### src/rtl/mulfix_pkg.sv
package mulfix_pkg;

  typedef enum logic [1:0] {
    ST_IDLE = 2'd0,
    ST_FIXB = 2'd1,
    ST_FIXA = 2'd2
  } mulState_e;

  typedef struct packed {
    logic load;   // capture operands and the unsigned product
    logic fixB;   // correction step tied to the sign of operand B
    logic fixA;   // correction step tied to the sign of operand A
  } mulStrobe_t;

endpackage

### src/rtl/mulfix_ctrl.sv
module mulfix_ctrl
  import mulfix_pkg::*;
(
  input  logic       clk,
  input  logic       rstN,
  input  logic       startReq,
  input  logic       signedMode,
  output mulStrobe_t strobes,
  output logic       doneFlag
);

  mulState_e state;
  mulState_e stateNext;

  always_comb begin
    strobes.load = startReq && (state == ST_IDLE);
    strobes.fixB = (state == ST_FIXB);
    strobes.fixA = (state == ST_FIXA);
  end

  always_comb begin
    stateNext = state;
    unique case (state)
      ST_IDLE: if (strobes.load && signedMode) stateNext = ST_FIXB;
      ST_FIXB: stateNext = ST_FIXA;
      ST_FIXA: stateNext = ST_IDLE;
      default: stateNext = ST_IDLE;
    endcase
  end

  always_ff @(posedge clk or negedge rstN) begin
    if (!rstN) begin
      state    <= ST_IDLE;
      doneFlag <= 1'b0;
    end else begin
      state    <= stateNext;
      doneFlag <= (strobes.load && !signedMode) || strobes.fixA;
    end
  end

  // unsigned operation completes at the next edge
  a_r3_unsigned_latency: assert property (@(posedge clk) disable iff (!rstN)
    (strobes.load && !signedMode) |=> doneFlag);

  // signed operation completes exactly at the third edge
  a_r5_signed_latency: assert property (@(posedge clk) disable iff (!rstN)
    (strobes.load && signedMode) |=> !doneFlag ##1 !doneFlag ##1 doneFlag);

  // a signed completion is a single-cycle pulse
  a_r8_done_pulse: assert property (@(posedge clk) disable iff (!rstN)
    (doneFlag && !strobes.load) |=> !doneFlag);

endmodule

### src/rtl/mulfix_dpath.sv
module mulfix_dpath
  import mulfix_pkg::*;
#(
  parameter int OP_W = 8
) (
  input  logic            clk,
  input  logic            rstN,
  input  mulStrobe_t      strobes,
  input  logic [OP_W-1:0] opA,
  input  logic [OP_W-1:0] opB,
  output logic [OP_W-1:0] prodHi,
  output logic [OP_W-1:0] prodLo
);

  localparam int PROD_W = 2 * OP_W;

  logic [OP_W-1:0]   regA;
  logic [OP_W-1:0]   regB;
  logic [PROD_W-1:0] rawProd;

  assign rawProd = {{OP_W{1'b0}}, opA} * {{OP_W{1'b0}}, opB};

  always_ff @(posedge clk or negedge rstN) begin
    if (!rstN) begin
      regA   <= '0;
      regB   <= '0;
      prodHi <= '0;
      prodLo <= '0;
    end else if (strobes.load) begin
      regA   <= opA;
      regB   <= opB;
      prodHi <= rawProd[PROD_W-1:OP_W];
      prodLo <= rawProd[OP_W-1:0];
    end else if (strobes.fixB) begin
      if (regB[OP_W-1]) prodHi <= prodHi - regA;
    end else if (strobes.fixA) begin
      if (regA[OP_W-1]) prodHi <= prodHi - regB;
    end
  end

  // correction leaves the low byte alone
  a_r6_lo_untouched: assert property (@(posedge clk) disable iff (!rstN)
    (strobes.fixB || strobes.fixA) |=> $stable(prodLo));

  // low byte equals the low half of the operand product after a load
  a_r6_lo_product: assert property (@(posedge clk) disable iff (!rstN)
    strobes.load |=> (prodLo == OP_W'($past(opA) * $past(opB))));

  // captured operands do not move while a correction runs
  a_r7_operands_held: assert property (@(posedge clk) disable iff (!rstN)
    (strobes.fixB || strobes.fixA) |=> ($stable(regA) && $stable(regB)));

  // product registers hold while nothing runs
  a_r8_hold_idle: assert property (@(posedge clk) disable iff (!rstN)
    (!strobes.load && !strobes.fixB && !strobes.fixA) |=> $stable({prodHi, prodLo}));

endmodule

### src/rtl/mulfix_unit.sv
module mulfix_unit
  import mulfix_pkg::*;
#(
  parameter int OP_W = 8
) (
  input  logic            clk,
  input  logic            rstN,
  input  logic            startReq,
  input  logic            signedMode,
  input  logic [OP_W-1:0] opA,
  input  logic [OP_W-1:0] opB,
  output logic [OP_W-1:0] prodHi,
  output logic [OP_W-1:0] prodLo,
  output logic            doneFlag
);

  mulStrobe_t strobes;

  mulfix_ctrl u_ctrl (
    .clk        (clk),
    .rstN       (rstN),
    .startReq   (startReq),
    .signedMode (signedMode),
    .strobes    (strobes),
    .doneFlag   (doneFlag)
  );

  mulfix_dpath #(.OP_W(OP_W)) u_dpath (
    .clk     (clk),
    .rstN    (rstN),
    .strobes (strobes),
    .opA     (opA),
    .opB     (opB),
    .prodHi  (prodHi),
    .prodLo  (prodLo)
  );

endmodule

### config.mk
export PLATFORM = sky130hd
export DESIGN_NAME = mulfix_unit
export DESIGN_NICKNAME = d
export VERILOG_FILES = /design/src/rtl/mulfix_pkg.sv /design/src/rtl/mulfix_ctrl.sv /design/src/rtl/mulfix_dpath.sv /design/src/rtl/mulfix_unit.sv
export SDC_FILE = /design/constraint.sdc
export NUM_CORES = 1
export LEC_CHECK = 0
export BUFFER_PORTS_ARGS = -buffer_cell sky130_fd_sc_hd__buf_4
export CAP_MARGIN = 20
export CORE_MARGIN = 4
export CORE_UTILIZATION = 29
export CTS_CLUSTER_SIZE = 12
export DETAILED_ROUTE_END_ITERATION = 10
export GPL_TIMING_DRIVEN = 0
export PLACE_DENSITY_LB_ADDON = 0.08
export SLEW_MARGIN = 20
export SYNTH_ARGS = -nofsm -noshare
export SYNTH_HDL_FRONTEND = slang
export SYNTH_SLANG_ARGS = --single-unit
### constraint.sdc
create_clock -name clk -period 2.7 [get_ports clk]
set_clock_uncertainty 0.15 [all_clocks]
set_input_delay 0 -clock clk [delete_from_list [all_inputs] [get_ports clk]]
set_output_delay 0 -clock clk [all_outputs]
set_load 0.03 [all_outputs]
After elaboration in Yosys (flattened, before gate mapping)
Index checks and enable logic that the tools add are counted.
{"block": "word_totals", "reg_bits": 35, "out_inout_bits": 17, "elab_cells": 29}
{"block": "classes", "addsub": 2, "mul": 1, "eq_ne": 4, "mux": 7, "reduce_logical": 9}
{"cell": "$mux 8", "count": 5}
{"cell": "$mul 8x8->16", "count": 1}
{"cell": "$sub 8x8->8", "count": 2}
{"cell": "$reduce_bool 3->1", "count": 2}
{"cell": "$pmux 2 s2", "count": 1}
{"cell": "$logic_and 1x1->1", "count": 3}
{"cell": "$ne 3x1->1 const B", "count": 1}
{"cell": "$reduce_and 3->1", "count": 1}
{"cell": "$eq 2x1->1 const B", "count": 1}
{"cell": "$eq 2x2->1 const B", "count": 1}
{"cell": "$logic_not 2->1", "count": 1}
{"cell": "$mux 2", "count": 1}
{"cell": "$ne 2x2->1 const B", "count": 1}
{"cell": "$logic_not 1->1", "count": 1}
{"cell": "$logic_or 1x1->1", "count": 1}

Depth between registers and ports, before layout
Gate-level depths: netlist of run 1.
{"block": "logic_depth", "depth_word": 5, "mapped_depth": 17}

By module
A second synthesis of run 1 with hierarchy kept.
{"block": "hier_totals", "hier_cells": 395, "hier_area_um2": 3891.2}
{"module": "mulfix_dpath", "n_inst": 1, "cells_each": 383, "area_each_um2": 3758.6, "seq_area_each_um2": 800.8}
{"module": "mulfix_ctrl", "n_inst": 1, "cells_each": 12, "area_each_um2": 132.6, "seq_area_each_um2": 75.1}

Worst setup path before layout of run 1
No wires, ideal clock.
{"block": "synth_path", "path_kind": "input to register", "start": "in opA[3]", "end": "reg u_dpath.prodHi[6]", "arrival_time_ps": 3788, "setup_slack_ps": -1332, "stages": 14, "n_path_buf": 0, "path_cell_list": "and2_1 fa_1 inv_1 fa_1 fa_1 fa_1 inv_1 ha_1 or3_4 o22a_1 o21ai_2 o21ai_2 mux2_4 a221oi_2"}
{"block": "synth_via", "elab_chain_cells": 2}
{"item": "from (decl)", "line_no": "mulfix_unit.sv:10", "text": "input logic [OP_W-1:0] opA,"}
{"item": "$mul 8x8->16", "line_no": "mulfix_dpath.sv:21", "text": "assign rawProd = {{OP_W{1'b0}}, opA} * {{OP_W{1'b0}}, opB};"}
{"item": "$mux 8", "line_no": "mulfix_dpath.sv:29", "text": "end else if (strobes.load) begin"}
{"item": "to (signal assigned)", "line_no": "mulfix_dpath.sv:32", "text": "prodHi <= rawProd[PROD_W-1:OP_W];"}
{"item": "to (signal assigned)", "line_no": "mulfix_dpath.sv:35", "text": "if (regB[OP_W-1]) prodHi <= prodHi - regA;"}
{"item": "to (signal assigned)", "line_no": "mulfix_dpath.sv:37", "text": "if (regA[OP_W-1]) prodHi <= prodHi - regB;"}
{"item": "to (decl)", "line_no": "mulfix_dpath.sv:11", "text": "output logic [OP_W-1:0] prodHi,"}
No other way between the ends.
A chain may end at the register's enable or synchronous reset.

Final worst setup path of run 1
{"block": "layout_path", "start": "in opB[2]", "end": "reg u_dpath.prodHi[6]"}
{"block": "layout_via", "elab_chain_cells": 2}
{"item": "from (decl)", "line_no": "mulfix_unit.sv:11", "text": "input logic [OP_W-1:0] opB,"}
{"item": "$mul 8x8->16", "line_no": "mulfix_dpath.sv:21"}
{"item": "$mux 8", "line_no": "mulfix_dpath.sv:29"}
No other way between the ends.

==> flow_metrics.env, run 1 <==
export IMPL_outcome="complete, but fails checks"
export IMPL_violations="setup timing"
export IMPL_die_w_um=125
export IMPL_cp_common_cell="fa_1"
export IMPL_numPortBuffers=36
export IMPL_start_util_pct=29.7
export IMPL_synth_area_top_cells="dfrtp_1, fa_1, ha_1"
export IMPL_grt_pass1_vias=3340
export IMPL_async_flop_share_pct=100
export IMPL_relSlewSlack_pct=65.9
export IMPL_crit_start="opB[2]"
export IMPL_syn_area_sq_mm=0.00397
export IMPL_grtUsageTotal_pct=13.9
export IMPL_clock_latency_ns=0.28
export IMPL_ios=37
export IMPL_netlist_top_cells_count="nand2_1, inv_1, and2_1, ha_1, fa_1"
export IMPL_htreeDepth=2
export IMPL_crit_type="primary input to flip-flop"
export IMPL_yosys_area_top_type="dfrtp_1"
export IMPL_cp_required_ns=2.74
export IMPL_via_count=3174
export IMPL_synth_seq_cells=35
export IMPL_cts_made_buffers=5
export IMPL_route_detailed_drc=0
export IMPL_arrival_ns=3.80
export IMPL_vdd_drop_max_mv=0.417
export IMPL_hold_path_class="primary input to asynchronous set/reset pin"
export IMPL_path_cells="buf_12, and2_4, fa_1, fa_1, fa_1, inv_1, fa_1, inv_2, ha_4, or3_4, o22a_1, o21ai_2, o21ai_2, mux2_4, a221oi_2"
export IMPL_drive_above_1_share_pct=23.0
export IMPL_max_freq_mhz=266
export IMPL_wl_per_cell_um=15.2
export IMPL_critPathLaunchType="primary input"
export IMPL_via_per_inst=4.55
export IMPL_ys_warn_count=0
export IMPL_setup_viol=10
export IMPL_globalplace_congestion=0.763
export IMPL_instances_no_fill=698
export IMPL_slowest_stage="fa_1"
export IMPL_clkTransAtPathRegs_ns=0.06
export IMPL_r2r_end="u_dpath.prodHi[6]$_DFFE_PN0P_"
export IMPL_areaGrowthSynthToFinish_pct=33.1
export IMPL_path_delay_family="adder cells"
export IMPL_drtIter0Drc=186
export IMPL_internal_power_w=0.00311
export IMPL_cts_sinks=35
export IMPL_grt_max_degree=36
export IMPL_yosysTopAreaCellShare_pct=22.1
export IMPL_synth_edff_count=0
export IMPL_timing_final_ws_setup_ns=-1.06
export IMPL_reg2reg_depth=13
export IMPL_yosysSeqAreaShare_pct=22.1
export IMPL_p_seq_share_pct=16.5
export IMPL_firstDrtPassIters=4
export IMPL_power_switching_w=0.00266
export IMPL_ff2ff_setup_slack_ns=-0.42
export IMPL_p_leak_nw=2.56
export IMPL_dp_cells=657
export IMPL_dieArea_sq_mm=0.0156
export IMPL_crit_reg2reg_launch="u_ctrl.state[1]$_DFFE_PN0P_"
export IMPL_p_per_area_mw_per_mm2=1090
export IMPL_cp_end_kind="flip-flop"
export IMPL_root_buffer="clkbuf_16"
export IMPL_cts_buffer_depth=2
export IMPL_worstPathMaxFanout=7
export IMPL_place_ws_ns=-1.55
export IMPL_cts_tree="built"
export IMPL_syn_avg_cell_area_sq_um=8.92
export IMPL_maxCapViolations=0
export IMPL_pwr_share_clk_pct=13.2
export IMPL_dp_hpwl_um=7920
export IMPL_antenna_cells=0
export IMPL_critPathCapture="u_dpath.prodHi[6]$_DFFE_PN0P_"
export IMPL_fin_nets=626
export IMPL_setup_tns_final_ns=-8.34
export IMPL_drt_antenna_violating_nets=0
export IMPL_finalMaxSlewViolations=0
export IMPL_tightest_slew_ns=0.511
export IMPL_fin_crit_ns=3.76
export IMPL_hold_viol_final=0
export IMPL_core_area_sq_mm=0.0133
export IMPL_antenna_found_initial=0
export IMPL_combPwrFrac_pct=70.3
export IMPL_syn_inst=445
export IMPL_grt_ovfl_total=0
export IMPL_ys_types=48
export IMPL_rsz0062_at_grt="true"
export IMPL_synth_flop_cell="dfrtp_1"
export IMPL_num_rows=42
export IMPL_post_synth_top_count_cell="nand2_1"
export IMPL_critPathBufInv=3
export IMPL_syn_nets=550
export IMPL_totalWireLength_um=10600
export IMPL_final_util_pct=39.6
export IMPL_swShare_pct=46.1
export IMPL_crit_cells=15
export IMPL_fin_crit_sh_pct=139
export IMPL_die_h_um=125
export IMPL_grt_first_pass_wirelength_um=17700
export IMPL_critical_path_max_stage_delay_ns=0.55
[power groups by stage]
| stage | Clock, W | Combinational (W) | Sequential [W] |
|---|---|---|---|
| after global placement | 0 | 0.00366 | 0.000961 |
| after global routing | 0.000797 | 0.00451 | 0.000989 |
| after detailed placement | 0 | 0.00365 | 0.000962 |
| after CTS | 0.000773 | 0.00392 | 0.000955 |
| after floorplan | 0 | 0.00246 | 0.00117 |
| final | 0.000763 | 0.00406 | 0.000951 |
[state kept, by name (all words and copies together), names as in the netlist]
signal / flops
u_ctrl.doneFlag: 1
u_ctrl.state: 2
u_dpath.prodHi: 8
u_dpath.prodLo: 8
u_dpath.regA: 8
u_dpath.regB: 8
[per-layer routing]
layer	track usage [%]	routed length, um	vias to the layer above
li1	-	-	1591
met1	20.0	5240	1540
met2	23.2	5030	38
met3	1.75	275	5
met4	1.91	58	0
met5	0	0	-
[final cells by class]
cell class	instances	area, sq um
Fill cell	1401	8060
Multi-Input combinational cell	346	3070
Sequential cell	35	876
Timing Repair Buffer	69	682
Tap cell	176	220
Inverter	56	210
Clock buffer	5	125
Clock inverter	3	67.6
Buffer	8	35.0
[cells by family after synthesis]
logic type | Yosys count | synth area share [%]
XOR/XNOR | 10 | 2.21
multiplexers | 16 | 4.25
AND/OR/NAND/NOR | 176 | 21.3
adder cells (fa/ha/maj) | 85 | 33.8
buffers and inverters | 64 | 6.15
AO/OA/AOI/OAI | 59 | 10.2
flip-flops | 35 | 22.1
[cells in the final DEF, fill, tap and decap left out, types with 5 or more instances in the layout]
cell / synthesis / final
nand2_1: 88 / 87
inv_1: 56 / 48
ha_1: 48 / 40
and2_1: 48 / 37
buf_4: 1 / 36
dfrtp_1: 35 / 35
fa_1: 37 / 34
dlygate4sd3_1: 0 / 19
nor2_1: 17 / 15
mux2i_1: 12 / 12
and2_4: 0 / 11
inv_2: 0 / 8
o21ai_1: 9 / 8
buf_6: 0 / 7
nor2b_1: 6 / 6
a21oi_2: 1 / 6
a21oi_1: 13 / 6
ha_4: 0 / 6
buf_12: 0 / 6
clkbuf_1: 6 / 5
xnor2_1: 8 / 5
a211oi_2: 1 / 5
o21ai_0: 5 / 5
clkbuf_16: 0 / 5
[stage by stage]
stage	power [W]	hold slack (ns)	cell area, sq um
global placement	0.00462	-0.157	4530
floorplan	0.00363	-0.446	4040
finish	0.00577	0.0620	5290
detailed placement	0.00461	-0.163	4530
global route	0.00629	0.122	5290
CTS	0.00565	0.0729	5160
[worst reg2reg max path: cells and delay by family, from the launching register on]
family | cells | cell delay (ns)
AO/OA/AOI/OAI | 3 | 0.39
adder cells (fa/ha/maj) | 3 | 0.77
buffers and inverters | 2 | 0.32
flip-flops | 1 | 0.39
multiplexers | 2 | 0.55
AND/OR/NAND/NOR | 3 | 0.45
[repair_timing]
item	CTS	global route
cloned	0	0
pin swaps	25	21
setup buffers	10	4
hold buffers	19	0
endpoints found under the setup margin	11	16
resized for setup	45	26
endpoints found under the hold margin	55	0
[worst min-delay path by stage]
stage	slack [ns]	to
5_1_grt	0.12	u_dpath.prodLo[7]$_DFFE_PN0P_
3_3_place_gp	-0.16	u_dpath.prodLo[4]$_DFFE_PN0P_
2_1_floorplan	-0.45	u_ctrl.doneFlag$_DFF_PN0_
3_5_place_dp	-0.16	u_dpath.prodLo[4]$_DFFE_PN0P_
4_1_cts	0.07	u_dpath.prodLo[1]$_DFFE_PN0P_
6_report	0.06	u_dpath.prodLo[6]$_DFFE_PN0P_
Power figures use the tool's default switching activity.
==> run 2: changes to the inputs <==
- PLACE_DENSITY: not set -> 0.53
- PLACE_DENSITY_LB_ADDON: 0.08 -> not set
==> run 2 against run 1 <==
Compared with the run above: the run still ends with setup timing left; maximum frequency down 1.2%; flip-flop and latch count did not move; power shrank 4.5%; die area did not move; largest cell class unchanged; highest routed layer unchanged.
==> flow_metrics.env, run 2 (synthesis results as in run 1) <==
export IMPL_outcome="complete, but fails checks"
export IMPL_violations="setup timing"
export IMPL_grtUsageMet2_pct=23.3
export IMPL_maxCapViolations=0
export IMPL_fin_crit_ns=3.80
export IMPL_hold_worst_slack_ns=0.0628
export IMPL_antenna_found_initial=0
export IMPL_core_area_sq_mm=0.0133
export IMPL_dieArea_sq_mm=0.0156
export IMPL_cp_end_kind="flip-flop"
export IMPL_timing_final_ws_setup_ns=-1.10
export IMPL_grt_pass1_vias=3437
export IMPL_htreeDepth=2
export IMPL_worstPathMaxFanout=9
export IMPL_path_cells="buf_12, and2_4, fa_1, fa_2, fa_1, inv_2, fa_1, inv_2, ha_4, or3_4, o22a_1, o21ai_2, o21ai_2, mux2_4, a221oi_2"
export IMPL_p_leak_nw=2.54
export IMPL_ff2ff_setup_slack_ns=-0.39
export IMPL_via_per_inst=4.62
export IMPL_start_util_pct=29.7
export IMPL_nFillCells=1367
export IMPL_final_cell_mix="nand2_1, inv_1, ha_1"
export IMPL_cp_common_cell="fa_1"
export IMPL_route_detailed_drc=0
export IMPL_path_delay_family="adder cells"
export IMPL_grtUsageTotal_pct=13.7
export IMPL_areaGrowthSynthToFinish_pct=31.5
export IMPL_clock_latency_ns=0.28
export IMPL_arrival_ns=3.84
export IMPL_rsz0062_at_grt="true"
export IMPL_max_freq_mhz=263
export IMPL_gr_usage_met1_pct=18.8
export IMPL_via_count=3220
export IMPL_hold_viol_final=0
export IMPL_mostFrequentLayoutCell="nand2_1"
export IMPL_crit_reg2reg_launch="u_ctrl.state[1]$_DFFE_PN0P_"
export IMPL_slowest_stage="fa_1"
export IMPL_p_per_area_mw_per_mm2=1060
export IMPL_relSlewSlack_pct=61.5
export IMPL_instances_no_fill=697
export IMPL_numPortBuffers=36
export IMPL_wl_per_cell_um=15.1
export IMPL_globalplace_congestion=0.780
export IMPL_setup_viol=10
export IMPL_reg2reg_depth=13
export IMPL_antenna_cells=0
export IMPL_grt_max_degree=36
export IMPL_grt_first_pass_wirelength_um=17700
export IMPL_fin_crit_sh_pct=141
export IMPL_r2r_end="u_dpath.prodHi[6]$_DFFE_PN0P_"
export IMPL_drt_antenna_violating_nets=0
export IMPL_cts_buffer_depth=2
export IMPL_power_w=0.00551
export IMPL_crit_type="primary input to flip-flop"
export IMPL_num_rows=42
export IMPL_cp_required_ns=2.74
export IMPL_tightest_slew_ns=0.578
export IMPL_totalWireLength_um=10500
export IMPL_drive_above_1_share_pct=23.8
export IMPL_clkTransAtPathRegs_ns=0.06
export IMPL_fin_nets=625
export IMPL_grt_ovfl_total=0
export IMPL_finalMaxSlewViolations=0
export IMPL_firstDrtPassIters=4
export IMPL_setup_tns_final_ns=-8.90
export IMPL_critPathLaunchType="primary input"
export IMPL_cts_sinks=35
export IMPL_ios=37
export IMPL_critPathBufInv=3
export IMPL_die_h_um=125
export IMPL_dp_hpwl_um=7630
export IMPL_drtIter0Drc=132
export IMPL_top_usage_layer="met2"
export IMPL_critical_path_max_stage_delay_ns=0.57
export IMPL_cts_tree="built"
export IMPL_root_buffer="clkbuf_16"
export IMPL_use_met3_pct=1.92
export IMPL_dp_cells=657
export IMPL_vdd_drop_max_mv=0.411
export IMPL_die_w_um=125
export IMPL_hold_path_class="primary input to asynchronous set/reset pin"
export IMPL_cts_made_buffers=5
run 2: cell count changes in the layout (fill, tap and decap cells not counted), moves of 3 or more:
cell      previous run  this run
a21oi_1              6        10
a21oi_2              6         3
and2_1              37        34
and2_4              11        14
buf_6                7        10
clkinv_2             0         3
inv_1               48        45
inv_2                8        11
run 2: what timing repair did:
| action | CTS | global route |
|---|---|---|
| endpoints found under the hold margin | 55 | 0 |
| buffers inserted | 5 | 9 |
| setup endpoints to repair | 10 | 11 |
| pin swaps | 13 | 22 |
| hold buffers | 19 | 0 |
| gates resized for setup | 41 | 34 |
run 2: worst max path at each step:
| stage | from | endpoint | slack, ns | cells past startpoint |
|---|---|---|---|---|
| 2_1_floorplan | opA[5] | u_dpath.prodHi[6]$_DFFE_PN0P_ | -1.14 | 14 |
| 3_3_place_gp | opA[5] | u_dpath.prodHi[2]$_DFFE_PN0P_ | -1.51 | 15 |
| 3_5_place_dp | opA[5] | u_dpath.prodHi[2]$_DFFE_PN0P_ | -1.56 | 15 |
| 4_1_cts | opB[3] | u_dpath.prodHi[6]$_DFFE_PN0P_ | -1.10 | 15 |
| 5_1_grt | opB[4] | u_dpath.prodHi[6]$_DFFE_PN0P_ | -1.25 | 15 |
| 6_report | opB[4] | u_dpath.prodHi[6]$_DFFE_PN0P_ | -1.10 | 15 |
run 2: per-stage QoR:
step                setup slack, ns  cell area [sq um]  utilization [%]
floorplan                     -1.14               4040                -
global placement              -1.51               4530             33.9
detailed placement            -1.56               4530             33.9
CTS                           -1.10               5050             37.9
global route                  -1.25               5220             39.1
finish                        -1.10               5220             39.1
run 2: cell type report:
cell class	count	area [sq um]	share of cell area (%)
multi-input cells	346	3080	59.0
flip-flops and latches	35	876	16.8
repair buffers	68	661	12.7
well taps	176	220	4.22
inverters	56	210	4.03
clock buffers	5	125	2.40
plain buffers	8	35.0	0.671
clock inverters	3	15.0	0.288
run 2: power breakdown:
part	total [W]	switching [W]	internal (W)
Sequential	0.000953	0.000162	0.000791
Clock	0.000559	0.000222	0.000337
Combinational	0.00400	0.00224	0.00176
run 2: routing by layer:
metal  part of all wire [%]  routed length, um
met4                    1.3                140
met3                    2.4                249
met2                     49               5150
met5                      0                  0
met1                     47               4980
